<file path="src/rtl/otp_wiper_pkg.sv">
package otp_wiper_pkg;
  typedef enum logic [1:0] {
    VS_READY = 2'b00,
    VS_FATAL = 2'b10,
    VS_DONE  = 2'b11
  } vstat_e;

  typedef enum logic [1:0] {
    SQ_LOAD,
    SQ_IDLE,
    SQ_BURN,
    SQ_CHECK
  } seq_e;
endpackage

</file>
<file path="src/rtl/otp_rst_sync.sv">
module otp_rst_sync #(
  parameter int STAGES = 2
) (
  input  logic clk,
  input  logic arst_n,
  output logic srst_n
);
  logic [STAGES-1:0] chain_q;

  always_ff @(posedge clk or negedge arst_n) begin
    if (!arst_n) chain_q <= '0;
    else         chain_q <= {chain_q[STAGES-2:0], 1'b1};
  end

  assign srst_n = chain_q[STAGES-1];
endmodule

</file>
<file path="src/rtl/otp_fuse_bank.sv">
module otp_fuse_bank
  import otp_wiper_pkg::*;
#(
  parameter int W = 8
) (
  input  logic         clk,
  input  logic         fuse_rst_n,
  input  logic         blow_en,
  input  logic [W-1:0] blow_code,
  input  logic [W-1:0] fail_mask,
  input  logic         seal_en,
  input  logic [W-1:0] ref_code,
  output logic [W-1:0] fuse_code,
  output logic [1:0]   vstat
);
  logic [W-1:0] fuse_q, fuse_d, burnt;
  logic         tried_q, tried_d;
  logic         good_q, good_d;

  // each fuse blows only if requested and not forced to fail
  for (genvar i = 0; i < W; i++) begin : g_cell
    assign burnt[i] = blow_code[i] & ~fail_mask[i];
  end

  always_comb begin
    fuse_d  = fuse_q;
    tried_d = tried_q;
    good_d  = good_q;
    if (blow_en && !tried_q) fuse_d = fuse_q | burnt;
    if (seal_en && !tried_q) begin
      tried_d = 1'b1;
      good_d  = (fuse_q == ref_code);
    end
  end

  always_ff @(posedge clk or negedge fuse_rst_n) begin
    if (!fuse_rst_n) begin
      fuse_q  <= '0;
      tried_q <= 1'b0;
      good_q  <= 1'b0;
    end else begin
      fuse_q  <= fuse_d;
      tried_q <= tried_d;
      good_q  <= good_d;
    end
  end

  assign fuse_code = fuse_q;
  assign vstat     = !tried_q ? VS_READY : (good_q ? VS_DONE : VS_FATAL);


  fuse_frozen_chk: assert property (@(posedge clk) disable iff (!fuse_rst_n)
    tried_q |=> $stable(fuse_q));

  status_sticky_chk: assert property (@(posedge clk) disable iff (!fuse_rst_n)
    (vstat != VS_READY) |=> (vstat == $past(vstat)));

  status_code_chk: assert property (@(posedge clk) disable iff (!fuse_rst_n)
    vstat != 2'b01);
endmodule

</file>
<file path="src/rtl/otp_burn_seq.sv">
module otp_burn_seq
  import otp_wiper_pkg::*;
#(
  parameter int W           = 8,
  parameter int BURN_CYCLES = 16
) (
  input  logic         clk,
  input  logic         rst_n,
  input  logic         cmd_valid,
  input  logic         cmd_prog,
  input  logic [W-1:0] cmd_data,
  input  logic [1:0]   vstat,
  output logic         busy,
  output logic         loading,
  output logic         wr_en,
  output logic         prog_go,
  output logic         blow_en,
  output logic         seal_en,
  output logic [W-1:0] target
);
  localparam int CW = (BURN_CYCLES > 1) ? $clog2(BURN_CYCLES) : 1;
  localparam logic [CW-1:0] LAST = CW'(BURN_CYCLES - 1);

  seq_e          st_q, st_d;
  logic [CW-1:0] cnt_q, cnt_d;
  logic [W-1:0]  tgt_q, tgt_d;
  logic          accept;

  assign accept  = cmd_valid && (st_q == SQ_IDLE);
  assign wr_en   = accept && !cmd_prog;
  assign prog_go = accept && cmd_prog && (vstat == VS_READY);

  always_comb begin
    st_d    = st_q;
    cnt_d   = cnt_q;
    tgt_d   = tgt_q;
    blow_en = 1'b0;
    seal_en = 1'b0;
    unique case (st_q)
      SQ_LOAD: st_d = SQ_IDLE;
      SQ_IDLE: begin
        if (prog_go) begin
          st_d  = SQ_BURN;
          cnt_d = '0;
          tgt_d = cmd_data;
        end
      end
      SQ_BURN: begin
        if (cnt_q == LAST) begin
          blow_en = 1'b1;
          st_d    = SQ_CHECK;
        end else begin
          cnt_d = cnt_q + 1'b1;
        end
      end
      SQ_CHECK: begin
        seal_en = 1'b1;
        st_d    = SQ_IDLE;
      end
      default: st_d = SQ_IDLE;
    endcase
  end

  always_ff @(posedge clk or negedge rst_n) begin
    if (!rst_n) begin
      st_q  <= SQ_LOAD;
      cnt_q <= '0;
      tgt_q <= '0;
    end else begin
      st_q  <= st_d;
      cnt_q <= cnt_d;
      tgt_q <= tgt_d;
    end
  end

  assign busy    = (st_q != SQ_IDLE);
  assign loading = (st_q == SQ_LOAD);
  assign target  = tgt_q;


  no_second_burn_chk: assert property (@(posedge clk) disable iff (!rst_n)
    (cmd_valid && cmd_prog && !busy && (vstat != VS_READY)) |=> !busy);

  target_hold_chk: assert property (@(posedge clk) disable iff (!rst_n)
    (busy && !loading) |=> $stable(target));
endmodule

</file>
<file path="src/rtl/otp_wiper_reg.sv">
module otp_wiper_reg #(
  parameter int W = 8
) (
  input  logic         clk,
  input  logic         rst_n,
  input  logic         load_en,
  input  logic [W-1:0] load_code,
  input  logic         wr_en,
  input  logic [W-1:0] wr_code,
  output logic [W-1:0] code
);
  localparam logic [W-1:0] MID = W'(1) << (W - 1);

  logic [W-1:0] code_q, code_d;

  always_comb begin
    code_d = code_q;
    if (load_en)    code_d = load_code;
    else if (wr_en) code_d = wr_code;
  end

  always_ff @(posedge clk or negedge rst_n) begin
    if (!rst_n) code_q <= MID;
    else        code_q <= code_d;
  end

  assign code = code_q;
endmodule

</file>
<file path="src/rtl/otp_wiper_ctrl.sv">
module otp_wiper_ctrl
  import otp_wiper_pkg::*;
#(
  parameter int W           = 8,
  parameter int BURN_CYCLES = 16,
  parameter int SYNC_STAGES = 2
) (
  input  logic         clk,
  input  logic         rst_n,
  input  logic         fuse_rst_n,
  input  logic         cmd_valid,
  input  logic         cmd_prog,
  input  logic [W-1:0] cmd_data,
  input  logic [W-1:0] burn_fail_mask,
  output logic [W-1:0] wiper_code,
  output logic         busy,
  output logic [1:0]   vstat
);
  localparam logic [W-1:0] MID = W'(1) << (W - 1);

  logic         rst_s_n;
  logic         loading, wr_en, prog_go, blow_en, seal_en;
  logic [W-1:0] target, fuse_code, load_code;

  otp_rst_sync #(.STAGES(SYNC_STAGES)) u_sync (
    .clk    (clk),
    .arst_n (rst_n),
    .srst_n (rst_s_n)
  );

  otp_burn_seq #(.W(W), .BURN_CYCLES(BURN_CYCLES)) u_seq (
    .clk       (clk),
    .rst_n     (rst_s_n),
    .cmd_valid (cmd_valid),
    .cmd_prog  (cmd_prog),
    .cmd_data  (cmd_data),
    .vstat     (vstat),
    .busy      (busy),
    .loading   (loading),
    .wr_en     (wr_en),
    .prog_go   (prog_go),
    .blow_en   (blow_en),
    .seal_en   (seal_en),
    .target    (target)
  );

  otp_fuse_bank #(.W(W)) u_fuse (
    .clk        (clk),
    .fuse_rst_n (fuse_rst_n),
    .blow_en    (blow_en),
    .blow_code  (target),
    .fail_mask  (burn_fail_mask),
    .seal_en    (seal_en),
    .ref_code   (target),
    .fuse_code  (fuse_code),
    .vstat      (vstat)
  );

  assign load_code = (vstat == VS_DONE) ? fuse_code : MID;

  otp_wiper_reg #(.W(W)) u_wiper (
    .clk       (clk),
    .rst_n     (rst_s_n),
    .load_en   (loading),
    .load_code (load_code),
    .wr_en     (wr_en | prog_go),
    .wr_code   (cmd_data),
    .code      (wiper_code)
  );


  busy_hold_chk: assert property (@(posedge clk) disable iff (!rst_s_n)
    (busy && !loading) |=> $stable(wiper_code));

  mid_load_chk: assert property (@(posedge clk) disable iff (!rst_s_n || !fuse_rst_n)
    (loading && (vstat != VS_DONE)) |=> (wiper_code == MID));

  fused_load_chk: assert property (@(posedge clk) disable iff (!rst_s_n || !fuse_rst_n)
    (loading && (vstat == VS_DONE)) |=> (wiper_code == $past(fuse_code)));
endmodule

</file>
<file path="config.mk">
export PLATFORM = sky130hd
export DESIGN_NAME = otp_wiper_ctrl
export DESIGN_NICKNAME = d
export VERILOG_FILES = /design/src/rtl/otp_wiper_pkg.sv /design/src/rtl/otp_rst_sync.sv /design/src/rtl/otp_fuse_bank.sv /design/src/rtl/otp_burn_seq.sv /design/src/rtl/otp_wiper_reg.sv /design/src/rtl/otp_wiper_ctrl.sv
export SDC_FILE = /design/constraint.sdc
export NUM_CORES = 1
export LEC_CHECK = 0
export BUFFER_PORTS_ARGS = -buffer_cell sky130_fd_sc_hd__buf_2
export CAP_MARGIN = 10
export CORE_UTILIZATION = 54
export CTS_CLUSTER_SIZE = 8
export DETAILED_ROUTE_END_ITERATION = 8
export GPL_TIMING_DRIVEN = 1
export PLACE_DENSITY_LB_ADDON = 0.1
export SETUP_SLACK_MARGIN = 0.5
export SLEW_MARGIN = 30
export SYNTH_ARGS = -nofsm -noshare
export SYNTH_HDL_FRONTEND = slang
export SYNTH_SLANG_ARGS = --single-unit
</file>
<file path="constraint.sdc">
create_clock -name clk -period 1.1 [get_ports clk]
set_input_delay 0.11 -clock clk [delete_from_list [all_inputs] [get_ports clk]]
set_output_delay 0.11 -clock clk [all_outputs]
set_load 0.1 [all_outputs]
</file>
==> results.md <==
- Worst setup SP type: register
- Starting density of the core: 59.0%
- N_diodes: 0
- Max cap viols: 0
- Num ports: 32
- Area leader, netlist: dfrtp_1
- Synth area leaders: dfrtp_1 (50%), mux2_2 (6.1%), mux2i_1 (4.8%)
- Fin crit period: 1.51 ns
- Iter 0 DRT Violations: 147
- Hold Vio Cnt, Final: 1
- # clock sinks: 34
- Clock transition at the registers of the reported paths: 0.12 ns
- Unrepaired setup endpoints after global routing: true
- Post-synthesis register bit count: 34
- Ys flop type: dfrtp_1
- Cells along the critical path: inv_2 -> ha_4 -> nand4b_4 -> nand2_2 -> o21ai_1 -> a22o_1
- Worst skew pair latency: 0.35 ns
- Syn_area_per_cell: 11.9 um^2
- Area of the core: 2830 um^2
- Clock root buffer: clkbuf_4
- GRT overflow: 0
- Fraction of final layout cells sized beyond drive strength 1: 61.1%
- Largest net degree at the start of global routing: 23
- Fmax: 662 MHz
- Failing checks: DRC, hold timing, setup timing
- Area delta synth->final: 56.0%
- First-pass GRT wire length: 7330 um
- Critical path class: register to register
- Wire per inst: 21.3 um
- Final hold slack: -0.00627 ns
- Antenna Nets Post-Route: 0
- Vias in the first global route: 1532
- Critical path data required time: 1.35 ns
- Die Ht: 57.6 um
- Worst-path fanout max: 5
- Worst Hold Class: input pin to register
- Total wire length: 5260 um
- Commonest non-fill, non-tap cell in the layout: buf_4
- CTS tree: built
- Most frequent cells in the layout: buf_4 (28), dfrtp_1 (23), buf_2 (20)
- Fin crit share: 137%
- Cell Area, Synth: 1670 um^2
- HPWL Detailed: 2690 um
- Peak VDD IR: 2.64 mV
- Top-area cell type share of the netlist area: 49.5%
- CP peak stage delay: 0.43 ns
- Row count: 19
- Synth Net Count: 167
- Vias per std cell: 5.97
- Slowest-stage cell, CP: dfrtp_1
- Cell area after layout: 2600 um^2
- Port bufs: 31
- Gr usage total: 30.5%
- Post-synth ARST share: 100%
- # setup viols final: 43
- Fin util: 92.0%
- Synth unique cells: 37
- DRT Pass-1 Iters: 6
- H-tree Lvls: 2
- Via Count: 1475
- Die width: 57.6 um
- Final Skew: 0.0189 ns
- P per Cell Area: 2980 nW/um^2
- Post-synth EDFFs: 0
- Outcome: complete, but fails checks
- Syn Inst Count: 140
- CTS Buf Count: 5
- CP endpoint kind: register
- Antenna violations before repair: 0
- Setup ws final: -0.411 ns
- CTS Hold Bufs: 2
- CTS Buffer Depth: 2
- DRC viols: 2
- GP Congestion: 0.761
- Placed inst area: 2220 um^2
- Die area: 3310 um^2
- Seq/Total Area, Yosys: 51.1%
- Arrival @ worst endpoint: 1.76 ns
- Ys Warns: 0
- Lkg Pwr: 1.27 nW
- Pins Over Slew Limit: 0
- Fin nets: 242
area by class of cell:
cell class	instances	area [um^2]
Timing Repair Buffer	72	674
Inverter	12	45.0
Clock inverter	2	60.1
Multi-Input combinational cell	90	843
Fill cell	93	228
Tap cell	31	38.8
Sequential cell	34	888
Clock buffer	6	51.3
Yosys cell counts, types with 2 or more instances:
master   instances
xnor2_1          8
mux2i_1          8
and3_2           2
inv_1           12
ha_1             6
a31o_2           7
o21ai_0         10
a21oi_2          2
mux2_2           9
a21oi_1          3
nand4_1          2
nand2_1         12
dfrtp_1         33
buf_4            2
a22o_1           2
path summary, 6_finish.rpt:
kind / cells after the start / slack (ns) / start / end
worst max-delay path: 6 / -0.41 / u_seq.st_q[1] / u_seq.cnt_q[1]
worst max register to register: 6 / -0.41 / u_seq.st_q[1] / u_seq.cnt_q[1]
worst min-delay path: 2 / -0.006 / cmd_data[1] / u_seq.target[1]
max in group asynchronous: 0 / 0.61 / u_sync.chain_q[1] / u_wiper.code[3]
min in group asynchronous: 2 / 0.08 / rst_n / u_sync.chain_q[1]
worst min register to register: 0 / 0.21 / u_sync.chain_q[1] / u_seq.target[2]
critical path, delay by kind of cell (launching register included):
family,cells,cell delay (ns)
compound gates,2,0.42
fa+ha+maj,1,0.17
simple gates,2,0.31
buf+inv,1,0.09
flops,1,0.43
logic make-up (layout without fill, tap and decap cells):
logic type / after synthesis / in the layout / share of synthesized area, %
flip-flops: 34 / 34 / 51.1
multiplexers: 18 / 18 / 11.8
adder cells (fa/ha/maj): 6 / 6 / 4.50
other: 1 / 1 / 0.225
AO/OA/AOI/OAI: 31 / 31 / 13.6
XOR/XNOR: 8 / 8 / 4.20
buffers and inverters: 16 / 92 / 4.50
AND/OR/NAND/NOR: 26 / 26 / 10.1
per-layer routing:
layer | track usage (%) | share of wire, % | vias to the layer above
li1 | - | - | 641
met1 | 36.6 | 36 | 729
met2 | 54.7 | 54 | 88
met3 | 7.26 | 6.7 | 17
met4 | 8.36 | 3.0 | 0
met5 | 0 | 0 | -
state kept, by name, indices dropped and copies added (netlist names):
| name | cells |
|---|---|
| u_fuse.fuse_code | 8 |
| u_seq.target | 8 |
| u_wiper.code | 8 |
| u_seq.cnt_q | 4 |
| u_seq.st_q | 2 |
| u_sync.chain_q | 2 |
| u_fuse.good_q | 1 |
| u_fuse.tried_q | 1 |
metrics by stage:
step	TNS [ns]	setup WS, ns	total power, mW	std cells	hold slack [ns]
2_1_floorplan	-8.59	-0.312	4.43	140	-0.186
3_3_place_gp	-7.54	-0.273	5.76	220	-0.107
3_5_place_dp	-8.64	-0.346	5.87	220	-0.104
4_1_cts	-8.97	-0.318	7.36	243	-0.00111
5_1_grt	-11.73	-0.457	8.00	247	-0.000500
6_report	-9.78	-0.411	7.76	247	-0.00627
repair_timing:
action                                  in CTS  in global routing
gates resized for setup                     29                  9
pin swaps                                   11                  9
setup buffers                               13                  4
endpoints found under the setup margin      65                 43
hold endpoints to repair                    13                  2
power breakdown:
group / switching [mW] / internal [mW]
Clock: 0.475 / 0.770
Sequential: 0.423 / 1.72
Combinational: 2.47 / 1.91
Total: 3.36 / 4.40
No activity file was read; power rests on OpenSTA's default activity.
